===== config.mk =====
export PLATFORM = sky130hd
export DESIGN_NAME = mmio_region_decoder
export DESIGN_NICKNAME = d
export VERILOG_FILES = /design/src/rtl/mmio_dec_pkg.sv /design/src/rtl/mmio_serial_remap.sv /design/src/rtl/mmio_region_map.sv /design/src/rtl/mmio_dma_guard.sv /design/src/rtl/mmio_region_decoder.sv
export SDC_FILE = /design/constraint.sdc
export NUM_CORES = 1
export LEC_CHECK = 0
export BUFFER_PORTS_ARGS = -buffer_cell sky130_fd_sc_hd__buf_4
export CAP_MARGIN = 15
export CORE_AREA = 2 2 193 195
export CTS_BUF_LIST = sky130_fd_sc_hd__clkbuf_16
export DETAILED_ROUTE_END_ITERATION = 8
export DIE_AREA = 0 0 195 197
export GPL_TIMING_DRIVEN = 0
export PLACE_DENSITY_LB_ADDON = 0.3
export SKIP_CTS_REPAIR_TIMING = 1
export SYNTH_ARGS = -nofsm -noshare
export SYNTH_HDL_FRONTEND = slang
export SYNTH_SLANG_ARGS = --single-unit

===== constraint.sdc =====
create_clock -name clk -period 2 [get_ports clk]
set_input_delay 0.1 -clock clk [delete_from_list [all_inputs] [get_ports clk]]
set_output_delay 0.1 -clock clk [all_outputs]
set_load 0.1 [all_outputs]

===== src/rtl/mmio_dec_pkg.sv =====
package mmio_dec_pkg;

    localparam int OFF_W    = 19;
    localparam int REG_LSB  = 12;
    localparam int REG_W    = OFF_W - REG_LSB;
    localparam int IDX_W    = 13;
    localparam int DATA_W   = 32;
    localparam int DMA_CH_W = REG_LSB - 8;
    localparam int DMA_CH   = 1 << DMA_CH_W;

    typedef enum logic [3:0] {
        P_CTRL   = 4'd0,
        P_DMA    = 4'd1,
        P_SCSI   = 4'd2,
        P_ENET   = 4'd3,
        P_SERIAL = 4'd4,
        P_SOUND  = 4'd5,
        P_FLOPPY = 4'd6,
        P_VIA    = 4'd7,
        P_IDE0   = 4'd8,
        P_IDE1   = 4'd9,
        P_NVRAM  = 4'd10
    } port_e;

    localparam int NUM_PORTS = 11;

    typedef struct packed {
        logic [NUM_PORTS-1:0] sel;
        logic                 we;
        logic [IDX_W-1:0]     idx;
        logic [DATA_W-1:0]    wdata;
        logic                 rd;
        logic                 err;
        logic                 warn;
        logic [1:0]           size;
    } dec_state_t;

    // size 0: as is; size 1: swap low half, clear upper; else full reverse
    function automatic logic [DATA_W-1:0] swap_sized(input logic [DATA_W-1:0] d,
                                                     input logic [1:0] sz);
        logic [DATA_W-1:0] r;
        case (sz)
            2'd0:    r = d;
            2'd1:    r = {16'h0000, d[7:0], d[15:8]};
            default: r = {d[7:0], d[15:8], d[23:16], d[31:24]};
        endcase
        return r;
    endfunction

endpackage


===== src/rtl/mmio_serial_remap.sv =====
module mmio_serial_remap #(
    parameter int          ENTRY_W = 4,
    parameter int          ENTRIES = 16,
    parameter logic [ENTRIES*ENTRY_W-1:0] TABLE = '0
) (
    input  logic [$clog2(ENTRIES)-1:0] slot_i,
    output logic [ENTRY_W-1:0]         reg_o
);
    logic [ENTRY_W-1:0] entry [ENTRIES];

    for (genvar e = 0; e < ENTRIES; e++) begin : g_entry
        assign entry[e] = TABLE[e*ENTRY_W +: ENTRY_W];
    end

    assign reg_o = entry[slot_i];
endmodule


===== src/rtl/mmio_region_map.sv =====
module mmio_region_map
    import mmio_dec_pkg::*;
#(
    parameter logic [63:0] SERIAL_MAP = 64'h0000_0000_0075_2031
) (
    input  logic [OFF_W-1:0]    off_i,
    output logic                hit_o,
    output port_e               port_o,
    output logic [IDX_W-1:0]    idx_o,
    output logic                gap_o,
    output logic                unmapped_o,
    output logic                dma_o,
    output logic [DMA_CH_W-1:0] dma_ch_o
);
    logic [REG_W-1:0] region;
    logic [7:0]       lo;
    logic [3:0]       legacy_idx;

    assign region   = off_i[OFF_W-1:REG_LSB];
    assign lo       = off_i[7:0];
    assign dma_ch_o = off_i[REG_LSB-1:8];

    mmio_serial_remap #(
        .ENTRY_W(4),
        .ENTRIES(16),
        .TABLE  (SERIAL_MAP)
    ) u_remap (
        .slot_i(off_i[4:1]),
        .reg_o (legacy_idx)
    );

    always_comb begin
        hit_o      = 1'b1;
        port_o     = P_CTRL;
        idx_o      = '0;
        gap_o      = 1'b0;
        unmapped_o = 1'b0;
        dma_o      = 1'b0;
        if (region >= REG_W'(7'h60)) begin
            port_o = P_NVRAM;
            idx_o  = IDX_W'(off_i[16:4]);
        end else begin
            case (region)
                7'h00: begin port_o = P_CTRL;  idx_o = IDX_W'(off_i[11:0]); end
                7'h08: begin
                    port_o = P_DMA;
                    idx_o  = IDX_W'(off_i[11:0]);
                    dma_o  = 1'b1;
                end
                7'h10: begin port_o = P_SCSI;   idx_o = IDX_W'(off_i[7:4]);  end
                7'h11: begin port_o = P_ENET;   idx_o = IDX_W'(off_i[11:0]); end
                7'h12: begin
                    port_o = P_SERIAL;
                    if (lo < 8'h0C) begin
                        idx_o = IDX_W'(legacy_idx);
                    end else if (lo < 8'h60) begin
                        hit_o = 1'b0;
                        gap_o = 1'b1;
                    end else begin
                        idx_o = IDX_W'(off_i[7:4]);
                    end
                end
                7'h13: begin port_o = P_SERIAL; idx_o = IDX_W'(off_i[7:4]);  end
                7'h14: begin port_o = P_SOUND;  idx_o = IDX_W'(off_i[7:0]);  end
                7'h15: begin port_o = P_FLOPPY; idx_o = IDX_W'(off_i[7:4]);  end
                7'h16,
                7'h17: begin port_o = P_VIA;    idx_o = IDX_W'(off_i[12:9]); end
                7'h20: begin port_o = P_IDE0;   idx_o = IDX_W'(off_i[8:4]);  end
                7'h21: begin port_o = P_IDE1;   idx_o = IDX_W'(off_i[8:4]);  end
                default: begin
                    hit_o      = 1'b0;
                    unmapped_o = 1'b1;
                end
            endcase
        end
    end

    always_comb begin
        assert_gap_excl_R7: assert (!(gap_o && (hit_o || unmapped_o)))
            else $error("serial hole also hit a port");
    end
endmodule


===== src/rtl/mmio_dma_guard.sv =====
module mmio_dma_guard
    import mmio_dec_pkg::*;
#(
    parameter logic [DMA_CH-1:0] PRESENT = '1
) (
    input  logic                clk,
    input  logic                rst_n,
    input  logic                acc_i,
    input  logic [DMA_CH_W-1:0] ch_i,
    output logic                allow_o,
    output logic                first_o
);
    logic [DMA_CH-1:0] sticky_d, sticky_q;

    assign allow_o = PRESENT[ch_i];
    assign first_o = acc_i && !PRESENT[ch_i] && !sticky_q[ch_i];

    always_comb begin
        sticky_d = sticky_q;
        if (first_o) sticky_d[ch_i] = 1'b1;
    end

    always_ff @(posedge clk) begin
        if (!rst_n) sticky_q <= '0;
        else        sticky_q <= sticky_d;
    end

    assert_sticky_hold_R11: assert property (@(posedge clk) disable iff (!rst_n)
        (($past(sticky_q) & ~sticky_q) == '0))
        else $error("unsupported-channel bit cleared");

    assert_first_marks_R11: assert property (@(posedge clk) disable iff (!rst_n)
        first_o |=> sticky_q[$past(ch_i)])
        else $error("first access did not mark channel");

    assert_present_clean_R11: assert property (@(posedge clk) disable iff (!rst_n)
        (sticky_q & PRESENT) == '0)
        else $error("present channel marked unsupported");
endmodule


===== src/rtl/mmio_region_decoder.sv =====
module mmio_region_decoder
    import mmio_dec_pkg::*;
#(
    parameter logic [DMA_CH-1:0] DMA_PRESENT = 16'h0C8F,
    parameter logic [63:0]       SERIAL_MAP  = 64'h0000_0000_0075_2031
) (
    input  logic                          clk,
    input  logic                          rst_n,
    input  logic                          req_valid_i,
    input  logic                          req_write_i,
    input  logic [OFF_W-1:0]              req_offset_i,
    input  logic [1:0]                    req_size_i,
    input  logic [DATA_W-1:0]             req_wdata_i,
    output logic [NUM_PORTS-1:0]          per_sel_o,
    output logic                          per_we_o,
    output logic [IDX_W-1:0]              per_idx_o,
    output logic [DATA_W-1:0]             per_wdata_o,
    input  logic [NUM_PORTS*DATA_W-1:0]   per_rdata_i,
    output logic                          rsp_valid_o,
    output logic [DATA_W-1:0]             rsp_rdata_o,
    output logic                          err_o,
    output logic                          warn_o
);
    dec_state_t d, q;

    logic                hit, gap, unmapped, is_dma, dma_allow, dma_first;
    port_e               port;
    logic [IDX_W-1:0]    idx;
    logic [DMA_CH_W-1:0] dma_ch;
    logic [DATA_W-1:0]   rd_raw;

    mmio_region_map #(.SERIAL_MAP(SERIAL_MAP)) u_map (
        .off_i     (req_offset_i),
        .hit_o     (hit),
        .port_o    (port),
        .idx_o     (idx),
        .gap_o     (gap),
        .unmapped_o(unmapped),
        .dma_o     (is_dma),
        .dma_ch_o  (dma_ch)
    );

    mmio_dma_guard #(.PRESENT(DMA_PRESENT)) u_guard (
        .clk    (clk),
        .rst_n  (rst_n),
        .acc_i  (req_valid_i && is_dma),
        .ch_i   (dma_ch),
        .allow_o(dma_allow),
        .first_o(dma_first)
    );

    always_comb begin
        d       = '0;
        d.size  = req_size_i;
        d.idx   = idx;
        d.we    = req_valid_i && req_write_i;
        d.rd    = req_valid_i && !req_write_i;
        d.err   = req_valid_i && gap;
        d.warn  = req_valid_i && (unmapped || dma_first);
        d.wdata = (port == P_ENET) ? swap_sized(req_wdata_i, req_size_i) : req_wdata_i;
        if (req_valid_i && hit && (!is_dma || dma_allow))
            d.sel[port] = 1'b1;
    end

    always_ff @(posedge clk) begin
        if (!rst_n) q <= '0;
        else        q <= d;
    end

    always_comb begin
        rd_raw = '0;
        for (int p = 0; p < NUM_PORTS; p++)
            if (q.sel[p]) rd_raw = rd_raw | per_rdata_i[p*DATA_W +: DATA_W];
    end

    assign per_sel_o   = q.sel;
    assign per_we_o    = q.we && (|q.sel);
    assign per_idx_o   = q.idx;
    assign per_wdata_o = q.wdata;
    assign rsp_valid_o = q.rd;
    assign err_o       = q.err;
    assign warn_o      = q.warn;
    assign rsp_rdata_o = !q.rd ? '0 :
                         q.sel[int'(P_ENET)] ? swap_sized(rd_raw, q.size) : rd_raw;

    assert_sel_onehot_R1: assert property (@(posedge clk) disable iff (!rst_n)
        $onehot0(per_sel_o))
        else $error("more than one select");

    assert_sel_pulse_R1: assert property (@(posedge clk) disable iff (!rst_n)
        !$past(req_valid_i) |-> per_sel_o == '0)
        else $error("select without request");

    assert_hole_quiet_R7: assert property (@(posedge clk) disable iff (!rst_n)
        err_o |-> (per_sel_o == '0 && !per_we_o))
        else $error("serial hole reached a port");

    assert_nvram_high_R9: assert property (@(posedge clk) disable iff (!rst_n)
        $past(req_valid_i && req_offset_i[OFF_W-1:OFF_W-2] == 2'b11)
        |-> per_sel_o[int'(P_NVRAM)])
        else $error("upper window missed NVRAM");

    assert_unsel_zero_R10: assert property (@(posedge clk) disable iff (!rst_n)
        (rsp_valid_o && per_sel_o == '0) |-> rsp_rdata_o == '0)
        else $error("unselected read not zero");

    assert_resp_read_R12: assert property (@(posedge clk) disable iff (!rst_n)
        rsp_valid_o |-> !per_we_o)
        else $error("response on a write");
endmodule


==> results of run 1 <==
## report_power, final
part           total [µW]  switching [µW]  internal [µW]
clock                1480             659            823
combinational        1990            1080            912
sequential           1540            26.3           1520
## flip-flops by register name, indices dropped and copies added, names as in the netlist
name and count:
err_o 1, per_sel_o 11, rsp_valid_o 1, warn_o 1
per_wdata_o 32, q 3, u_guard.sticky_q 12, per_idx_o 13
## cells in the mapped netlist (9+ instances only)
cell	count	area, µm²
clkbuf_1	63	236.5
a211oi_1	27	202.7
and3_1	15	93.84
nand3_1	26	130.1
a22oi_1	18	135.1
a21oi_1	21	105.1
buf_4	59	442.9
nor2_1	80	300.3
buf_1	9	33.78
a22o_1	81	709.4
nor2b_1	23	143.9
o21ai_0	33	165.2
a221oi_1	64	560.5
and2_1	17	106.4
dfxtp_1	74	1481
a222oi_1	33	330.3
nand2_1	12	45.04
## through the flow
step                      hold WS (ns)  power (µW)  util (%)  cell area (µm²)
after global placement          0.2764        3395     30.31            10990
after floorplan                 0.1627        2452         -             6713
after global routing          0.002687        5208     35.77            12970
after detailed placement        0.2867        3402     30.31            10990
final                         -0.01997        5016     35.79            12980
after CTS                     -0.08734        4912     31.04            11260
## kinds of logic after synthesis
logic type	Yosys count	share of synthesized area, %
compound gates	327	42.55
xor+xnor	2	0.2805
buf+inv	147	12.76
flops	74	23.72
mux	5	1.603
simple gates	219	19.09
## cell type report
type / instances / share of cell area (%)
antenna: 10 / 0.1928
clock inverter: 7 / 0.2989
tap: 468 / 4.513
buffer: 137 / 8.977
sequential: 74 / 11.69
inverter: 7 / 0.2025
clock buffer: 9 / 1.736
timing repair buffer: 550 / 35.15
multi-input combinational: 553 / 37.25
## final timing paths
check / start / end / slack, ns / cells after the start
min: req_wdata_i[28] / per_wdata_o[28]$_SDFF_PN0_ / -0.02 / 2
max reg2reg: u_guard.sticky_q[13]$_SDFFE_PN0P_ / warn_o$_SDFF_PN0_ / 0.33 / 5
max: per_sel_o[6]$_SDFF_PN0_ / rsp_rdata_o[21] / -0.48 / 7
min reg2reg: u_guard.sticky_q[11]$_SDFFE_PN0P_ / u_guard.sticky_q[11]$_SDFFE_PN0P_ / 0.46 / 1
## per-layer routing
layer	global-route usage, %	share of wire [%]	vias to the layer above
met5	0	0.039	-
met4	13.01	5.7	2
met1	26.78	37	4569
li1	-	-	4165
met2	44.39	51	496
met3	4.654	6.6	116
==> run_results.csv, run 1 <==
group,metric,value,unit
power,p_leak,0.005745,µW
worst_setup_path,crit_path_start_kind,"flip-flop",
synthesis,ys.flop_type,"dfxtp_1",
worst_setup_path,path_cells,"buf_12 > clkbuf_4 > a222oi_1 > nand3_2 > o2bb2ai_2 > and2_2 > buf_6",
layout,multiInputGateArea,0.004833,mm²
route,antenna_left,0,
worst_setup_path,slowest_stage,"a222oi_1",
route,vias_per_cell,5.150,
synthesis,async_flop_share,0,%
route,drc,0,
worst_setup_path,slowest_delay,0.50,ns
placed_design,hpwl,40690,µm
timing,drv_slew,0,
timing,rsz0062_at_grt,"yes",
worst_setup_path,path_max_fanout,10,
power,ir_drop,0.4454,mV
layout,seqCellArea,0.001516,mm²
placed_design,preCtsSetupSlack,-0.6599,ns
floorplanning,dieArea,0.03842,mm²
timing,finalSetupViolations,32,
timing,worst_pin_slew,0.6729,ns
synthesis,synth_area,0.006246,mm²
placed_design,gp_congestion,0.9476,
global_routing,overflow,0,
timing,max_freq,403.5,MHz
synthesis,ys_seq_elements,74,
floorplanning,num_rows,70,
synthesis,synth_cells,774,
route,dr.pass1.iters,5,
run_status,status,"finished with violations",
floorplanning,core,0.03626,mm²
synthesis,synth_seq_area_share,23.72,%
cts,clk_latency,0.35,ns
timing,whs,-0.01997,ns
floorplanning,io_pins,501,
cts,cts_buffers,9,
flow_run,cap_viol_max_count,0,
layout,final_cell_mix,"buf_4 (562), a22o_1 (74), nor2_1 (71), dfxtp_1 (62), buf_12 (35)",
floorplanning,die_h,197,µm
global_routing,grt_first_pass_wirelength,66870,µm
worst_hold_path,hold_path_class,"primary input to flip-flop",
synthesis,synth_fp_nets,1183,
layout,nNetsFinal,1741,
placed_design,dp_cells,1734,
power,power_per_cell_area,386.5,mW/mm²
timing,max-slew-margin-rel,55.14,%
worst_setup_path,endpoint_kind,"primary output",
worst_setup_path,path_class,"flip-flop to primary output",
synthesis,synth_edf_count,0,
timing,setup_ws,-0.4781,ns
global_routing,grt_util_all_layers,24.37,%
floorplanning,start_util,17.23,%
route,drtIter0Drc,714,
cts,cts.clk_slew.worst_paths,0.06,ns
timing,fin_crit,2.478,ns
cts,cts_buffer_depth,2,
cts,cts.sinks,74,
global_routing,grt_max_degree,13,
layout,layout_commonest_cell,"buf_4",
cts,cts_root_buffer,"clkbuf_16",
route,wire_per_inst,27.90,µm
timing,finalSetupTns,-11.64,ns
route,routed_wl,50640,µm
worst_setup_path,critPathTopFamily,"compound AO/OA/AOI/OAI gates",
layout,fill_cells,3802,
route,num_vias,9348,
global_routing,antenna_found_initial,10,
global_routing,grt_pass1_vias,9040,
worst_setup_path,critPathBufInv,3,
synthesis,yosysWarnings,0,
layout,final_cells,1815,
placed_design,io_buffers,492,
synthesis,synth.avg_cell_area,8.070,µm²
layout,final_layout_size_suffix_gt1_share,61.63,%
synthesis,synth_cell_types,63,
timing,period_share,123.9,%
timing,skew,0.002595,ns
layout,syn_to_final_growth,107.8,%
worst_setup_path,required,1.90,ns
cts,htree_num_levels,3,
cts,tritoncts,"done",
floorplanning,die_x,195,µm
worst_setup_path,worst-endpoint-arrival,2.38,ns
timing,hold_violations,9,
run_status,violations,"hold timing, setup timing",
No activity file was read; power rests on OpenSTA's default activity.
==> run 2: changes to the inputs <==
--- a/config.mk
+++ b/config.mk
@@ -12,8 +12,8 @@
 export DETAILED_ROUTE_END_ITERATION = 8
 export DIE_AREA = 0 0 195 197
 export GPL_TIMING_DRIVEN = 0
-export PLACE_DENSITY_LB_ADDON = 0.3
 export SKIP_CTS_REPAIR_TIMING = 1
+export SKIP_LAST_GASP = 1
 export SYNTH_ARGS = -nofsm -noshare
 export SYNTH_HDL_FRONTEND = slang
 export SYNTH_SLANG_ARGS = --single-unit
==> run 2 against run 1 <==
The flow still finishes with violations (hold timing, setup timing). Die area unchanged. First-iteration DRC count fell by 6.7%. Wire length up 3.4%. Clock power increased by 14%. Non-clock buffer count rose by 12. Flip-flop and latch count unchanged. Clock-buffer cell count is 1 higher. Power increased by 5.4%.
==> run_results.csv, run 2 (synthesized netlist as in run 1, its figures left out) <==
group,metric,value,unit
route,routed_wl,52340,µm
route,antenna_left,0,
route,vias_per_cell,5.224,
global_routing,grt_first_pass_wirelength,68880,µm
timing,max-slew-margin-rel,56.10,%
timing,hold_violations,4,
worst_setup_path,path_depth,8,
worst_setup_path,cpMostUsedCell,"buf_12",
timing,period_share,125.5,%
power,ir_drop,0.4087,mV
route,wire_per_inst,28.71,µm
timing,skew,0.005955,ns
route,dr.pass1.iters,7,
floorplanning,die_x,195,µm
placed_design,hpwl,41420,µm
global_routing,antenna_found_initial,8,
run_status,violations,"hold timing, setup timing",
global_routing,grt_pass1_vias,9278,
worst_setup_path,crit_path_start_kind,"flip-flop",
flow_run,cap_viol_max_count,0,
floorplanning,core,0.03626,mm²
worst_setup_path,endpoint_kind,"primary output",
timing,max_freq,398.3,MHz
worst_hold_path,min_delay_path_depth,2,
cts,cts_buffer_depth,2,
global_routing,grt_max_degree,13,
placed_design,io_buffers,492,
worst_setup_path,critPathTopFamily,"compound AO/OA/AOI/OAI gates",
route,num_vias,9524,
cts,htree_num_levels,3,
timing,finalSetupTns,-11.14,ns
cts,cts.sinks,74,
worst_hold_path,hold_path_class,"primary input to flip-flop",
cts,tritoncts,"done",
power,p_leak,0.005955,µW
power,internal_power,3494,µW
power,swShare,33.94,%
worst_setup_path,critPathBufInv,4,
power,power_frac_comb,38.9,%
power,clkPwrFrac,31.8,%
layout,final_layout_size_suffix_gt1_share,63.92,%
worst_setup_path,path_cells,"buf_8 > buf_12 > a222oi_1 > nand3_1 > buf_6 > a22oi_2 > nor2b_2 > buf_12",
timing,whs,-0.01998,ns
global_routing,grt_util_all_layers,25.08,%
layout,fill_cells,3658,
route,drtIter0Drc,666,
run_status,status,"finished with violations",
worst_setup_path,required,1.90,ns
power,p_sw,1795,µW
cts,cts_buffers,9,
cts,cts_root_buffer,"clkbuf_16",
floorplanning,num_rows,70,
placed_design,gp_congestion,0.9625,
timing,drv_slew,0,
layout,final_core_util,37.38,%
timing,fin_crit,2.511,ns
floorplanning,start_util,17.23,%
timing,worst_pin_slew,0.6585,ns
floorplanning,io_pins,501,
cts,cts.clk_slew.worst_paths,0.06,ns
worst_setup_path,worst-endpoint-arrival,2.41,ns
floorplanning,dieArea,0.03842,mm²
layout,largest_register_ffs,32,
layout,nNetsFinal,1753,
global_routing,overflow,0,
timing,setup_ws,-0.5109,ns
worst_setup_path,path_class,"flip-flop to primary output",
layout,layout_commonest_cell,"buf_4",
power,pwr-share-seq,29.2,%
layout,final_cell_mix,"buf_4 (563), a22o_1 (72), nor2_1 (68), dfxtp_1 (62), buf_12 (47)",
cts,clk_latency,0.35,ns
worst_setup_path,path_max_fanout,10,
worst_setup_path,slowest_stage,"a222oi_1",
worst_setup_path,slowest_delay,0.62,ns
worst_setup_path,ff2ff_path_depth,4,
timing,rsz0062_at_grt,"yes",
route,drc,0,
power,power_per_cell_area,390.2,mW/mm²
floorplanning,die_h,197,µm
layout,syn_to_final_growth,117.0,%
timing,finalSetupViolations,32,
run 2: cell types whose count changed in the layout (fill, tap and decap cells not counted), moves of 4 or more:
cell | before | now
buf_12 | 35 | 47
a221oi_1 | 34 | 26
o2bb2ai_1 | 4 | 0
and2_4 | 1 | 6
clkbuf_16 | 12 | 17
a221oi_4 | 5 | 10
run 2: final cells by class:
| cell class | instances | area, µm² | area share (%) |
|---|---|---|---|
| Clock inverter | 4 | 51.30 | 0.3785 |
| Clock buffer | 10 | 250.2 | 1.846 |
| Timing Repair Buffer | 561 | 4806 | 35.46 |
| Buffer | 138 | 1232 | 9.093 |
| Sequential cell | 74 | 1516 | 11.19 |
| Multi-Input combinational cell | 553 | 5065 | 37.37 |
| Antenna cell | 8 | 20.02 | 0.1477 |
| Inverter | 7 | 26.28 | 0.1939 |
| Tap cell | 468 | 585.6 | 4.321 |
run 2: worst paths after layout:
kind                                           from                                 to  slack (ns)
setup / recovery            per_sel_o[4]$_SDFF_PN0_                    rsp_rdata_o[24]       -0.51
hold / removal                      req_wdata_i[29]         per_wdata_o[29]$_SDFF_PN0_       -0.02
setup reg to reg  u_guard.sticky_q[14]$_SDFFE_PN0P_                  warn_o$_SDFF_PN0_        0.31
hold reg to reg   u_guard.sticky_q[11]$_SDFFE_PN0P_  u_guard.sticky_q[11]$_SDFFE_PN0P_        0.46
run 2: power groups by stage:
stage	Clock, µW	Combinational (µW)	Sequential (µW)
after floorplan	0	864	1590
after global placement	0	1820	1590
after detailed placement	0	1830	1590
after CTS	1710	1830	1560
after global routing	1760	2140	1550
final	1680	2060	1550
run 2: metal layers:
layer | wire length (µm) | part of all wire (%) | global-route usage [%]
met3 | 3462 | 6.6 | 4.261
met4 | 2698 | 5.2 | 11.20
met2 | 26290 | 50 | 45.65
met1 | 19890 | 38 | 28.71
met5 | 0 | 0 | 0
run 2: worst reg2reg max path, cell delays in order, from the launching register on:
cell and delay [ns]:
dfxtp_1 0.33, mux4_2 0.44, and2_1 0.18, a2111oi_0 0.49, a41o_1 0.19
run 2: through the flow:
step | cell area, µm² | setup slack (ns) | total power (µW) | hold slack [ns] | std cells
after detailed placement | 10990 | -0.6984 | 3412 | 0.3072 | 1734
after CTS | 11290 | -1.077 | 5098 | -0.06141 | 1748
after global routing | 13550 | -0.4929 | 5460 | 0.0009581 | 1823
after global placement | 10990 | -0.7026 | 3405 | 0.3073 | 1734
final | 13550 | -0.5109 | 5289 | -0.01998 | 1823
after floorplan | 6713 | -0.003187 | 2452 | 0.1627 | 774
==> run 3: changes to the inputs <==
--- a/config.mk
+++ b/config.mk
@@ -5,12 +5,13 @@
 export SDC_FILE = /design/constraint.sdc
 export NUM_CORES = 1
 export LEC_CHECK = 0
+export ABC_AREA = 1
 export BUFFER_PORTS_ARGS = -buffer_cell sky130_fd_sc_hd__buf_4
 export CAP_MARGIN = 15
-export CORE_AREA = 2 2 193 195
+export CORE_AREA = 2 2 194 196
 export CTS_BUF_LIST = sky130_fd_sc_hd__clkbuf_16
 export DETAILED_ROUTE_END_ITERATION = 8
-export DIE_AREA = 0 0 195 197
+export DIE_AREA = 0 0 196 198
 export GPL_TIMING_DRIVEN = 0
 export SKIP_CTS_REPAIR_TIMING = 1
 export SKIP_LAST_GASP = 1
==> run 3 against run 2 <==
The flow finishes with violations (setup timing). Non-clock buffer count down 25. Wire length grew 6.3%. Cell area is 4.5% higher. Final cell count up 20%. Combinational power decreased by 11%. Setup slack improved by 0.26 ns. Sequential share of layout area is 0.52 points lower. Clock-buffer cell count stayed put. Register-to-register slack better by 0.37 ns. First-iteration DRC count decreased by 21%. Power shrank 6.4%. Critical endpoint is now rsp_rdata_o[11]. Largest cell class unchanged.
==> run_results.csv, run 3 <==
group,metric,value,unit
run_status,status,"finished with violations",
run_status,violations,"setup timing",
worst_setup_path,ff2ff_path_depth,7,
flow_run,cap_viol_max_count,0,
timing,whs,0.003993,ns
cts,tritoncts,"done",
synthesis,synth.avg_cell_area,5.871,µm²
cts,cts.sinks,74,
layout,largest_register_ffs,32,
layout,fill_cells,3878,
synthesis,synth.most_common_cell,"nand2_1",
synthesis,yosys-top-cells-area,"nand2_1 (25%), dfxtp_1 (22%), buf_4 (6.6%)",
route,num_vias,10600,
synthesis,synth_fp_nets,1549,
floorplanning,die_x,196,µm
route,wire_per_inst,25.41,µm
floorplanning,start_util,18.11,%
floorplanning,core,0.03696,mm²
route,antenna_left,0,
route,drc,0,
timing,drv_slew,0,
cts,cts_buffer_depth,2,
global_routing,overflow,0,
synthesis,yosysWarnings,0,
route,vias_per_cell,4.840,
cts,htree_num_levels,3,
worst_setup_path,required,1.90,ns
synthesis,synth_cell_types,39,
route,dr.pass1.iters,6,
worst_hold_path,hold_path_class,"primary input to flip-flop",
worst_setup_path,path_max_fanout,7,
cts,cts_root_buffer,"clkbuf_16",
synthesis,synth_top_family_by_area,"simple AND/OR/NAND/NOR gates",
placed_design,gp_congestion,0.9703,
placed_design,hpwl,44620,µm
floorplanning,io_pins,501,
layout,final_cell_mix,"buf_4 (558), nand2_1 (387), inv_1 (69), dfxtp_1 (62), nand3_1 (56)",
power,power,4951,µW
synthesis,synth_edf_count,0,
global_routing,antenna_found_initial,12,
layout,final_core_util,38.34,%
power,ir_drop,0.3489,mV
timing,max_freq,445.1,MHz
placed_design,io_buffers,497,
synthesis,async_flop_share,0,%
timing,finalSetupViolations,33,
synthesis,synth_seq_area_share,22.13,%
worst_setup_path,crit_path_start_kind,"flip-flop",
layout,nNetsFinal,2109,
global_routing,grt_pass1_vias,10280,
timing,rsz0062_at_grt,"yes",
timing,setup_ws,-0.2465,ns
floorplanning,dieArea,0.03881,mm²
timing,max-slew-margin-rel,49.44,%
layout,final_area,0.01417,mm²
worst_hold_path,min_delay_path_depth,3,
synthesis,synth_common_cells,"nand2_1 (442), nand3_1 (78), dfxtp_1 (74)",
synthesis,synth_top_cell_by_area,"nand2_1",
synthesis,muxShareOfSynthArea,0,%
synthesis,synth_cells,1140,
worst_setup_path,endpoint_kind,"primary output",
synthesis,synth_top_area_share,24.79,%
power,p_leak,0.006907,µW
synthesis,synth_adder_area_share,0,%
timing,fin_crit,2.246,ns
timing,worst_pin_slew,0.7584,ns
cts,cts_buffers,9,
cts,clk_latency,0.34,ns
synthesis,synth_compound_area_share,20.25,%
synthesis,synth_area,0.006693,mm²
floorplanning,die_h,198,µm
layout,final_layout_size_suffix_gt1_share,54.05,%
global_routing,grt_first_pass_wirelength,72340,µm
worst_setup_path,worst-endpoint-arrival,2.15,ns
cts,cts.clk_slew.worst_paths,0.07,ns
route,routed_wl,55640,µm
synthesis,ys.flop_type,"dfxtp_1",
power,power_per_cell_area,349.5,mW/mm²
layout,layout_commonest_cell,"buf_4",
timing,skew,0.008806,ns
synthesis,synthSimpleGateAreaFrac,41.43,%
worst_setup_path,path_class,"flip-flop to primary output",
placed_design,place_area,0.01126,mm²
route,drtIter0Drc,525,
timing,hold_violations,0,
floorplanning,num_rows,71,
global_routing,grt_util_all_layers,26.34,%
synthesis,synth_xor_area_share,0,%
synthesis,ys_seq_elements,74,
layout,syn_to_final_growth,111.7,%
global_routing,grt_max_degree,13,
timing,period_share,112.3,%
-- run 3: changes by cell type after synthesis, sizes merged, moves of 19 or more --
cell / change
a211oi: -20
a21oi: +39
a221oi: -28
a222oi: -33
a22o: -58
buf: +25
clkbuf: -40
inv: +71
nand2: +436
nand3: +57
nand4: +29
nor2b: -23
o21ai: +19
-- run 3: layout make-up --
cell class	count	area (µm²)	area share, %
multi-input cells	860	5478	38.66
repair buffers	553	4788	33.80
flip-flops and latches	74	1511	10.67
plain buffers	121	1172	8.275
well taps	474	593.1	4.186
inverters	81	315.3	2.226
clock buffers	10	250.2	1.766
diodes	12	30.03	0.2120
clock inverters	5	28.78	0.2031
-- run 3: critical path: stages (launching register included) --
cell and delay (ns):
dfxtp_4 0.36, buf_12 0.15, buf_12 0.14, buf_12 0.13, nand2_4 0.06, nand4_1 0.11, nor2_1 0.11, nand4_1 0.25
o21ai_2 0.26, nor2_4 0.06, buf_12 0.16
-- run 3: layer usage --
| layer | GRT usage [%] | up-vias | share of wire, % |
|---|---|---|---|
| met3 | 4.292 | 125 | 5.8 |
| met5 | 0 | - | 0 |
| met4 | 13.69 | 0 | 6.2 |
| met2 | 48.86 | 534 | 50 |
| met1 | 28.85 | 5056 | 38 |
| li1 | - | 4885 | - |
-- run 3: per-stage QoR --
stage	setup TNS (ns)	instances	worst slack, ns
finish	-5.225	2190	-0.2465
global route	-6.992	2188	-0.2908
CTS	-37.81	2127	-1.394
detailed placement	-25.47	2112	-1.019
global placement	-25.42	2111	-0.9896
floorplan	-1.444	1140	-0.1403
-- run 3: worst paths after layout --
path	from	end	slack (ns)
max reg2reg	u_guard.sticky_q[4]$_SDFFE_PN0P_	warn_o$_SDFF_PN0_	0.68
min reg2reg	u_guard.sticky_q[10]$_SDFFE_PN0P_	u_guard.sticky_q[10]$_SDFFE_PN0P_	0.43
min	req_wdata_i[21]	per_wdata_o[21]$_SDFF_PN0_	0.004
max	per_sel_o[1]$_SDFF_PN0_	rsp_rdata_o[11]	-0.25
-- run 3: cell families (layout without fill, tap and decap cells) --
group,Yosys count,after routing
compound gates,207,207
buf+inv,206,770
flops,74,74
other cells,0,12
simple gates,653,653
-- run 3: where the power goes --
part	leakage, µW	switching [µW]	internal [µW]
sequential	0.000615	23.4	1520
combinational	0.00616	1030	817
clock	0.000133	666	901
total	0.00691	1710	3240
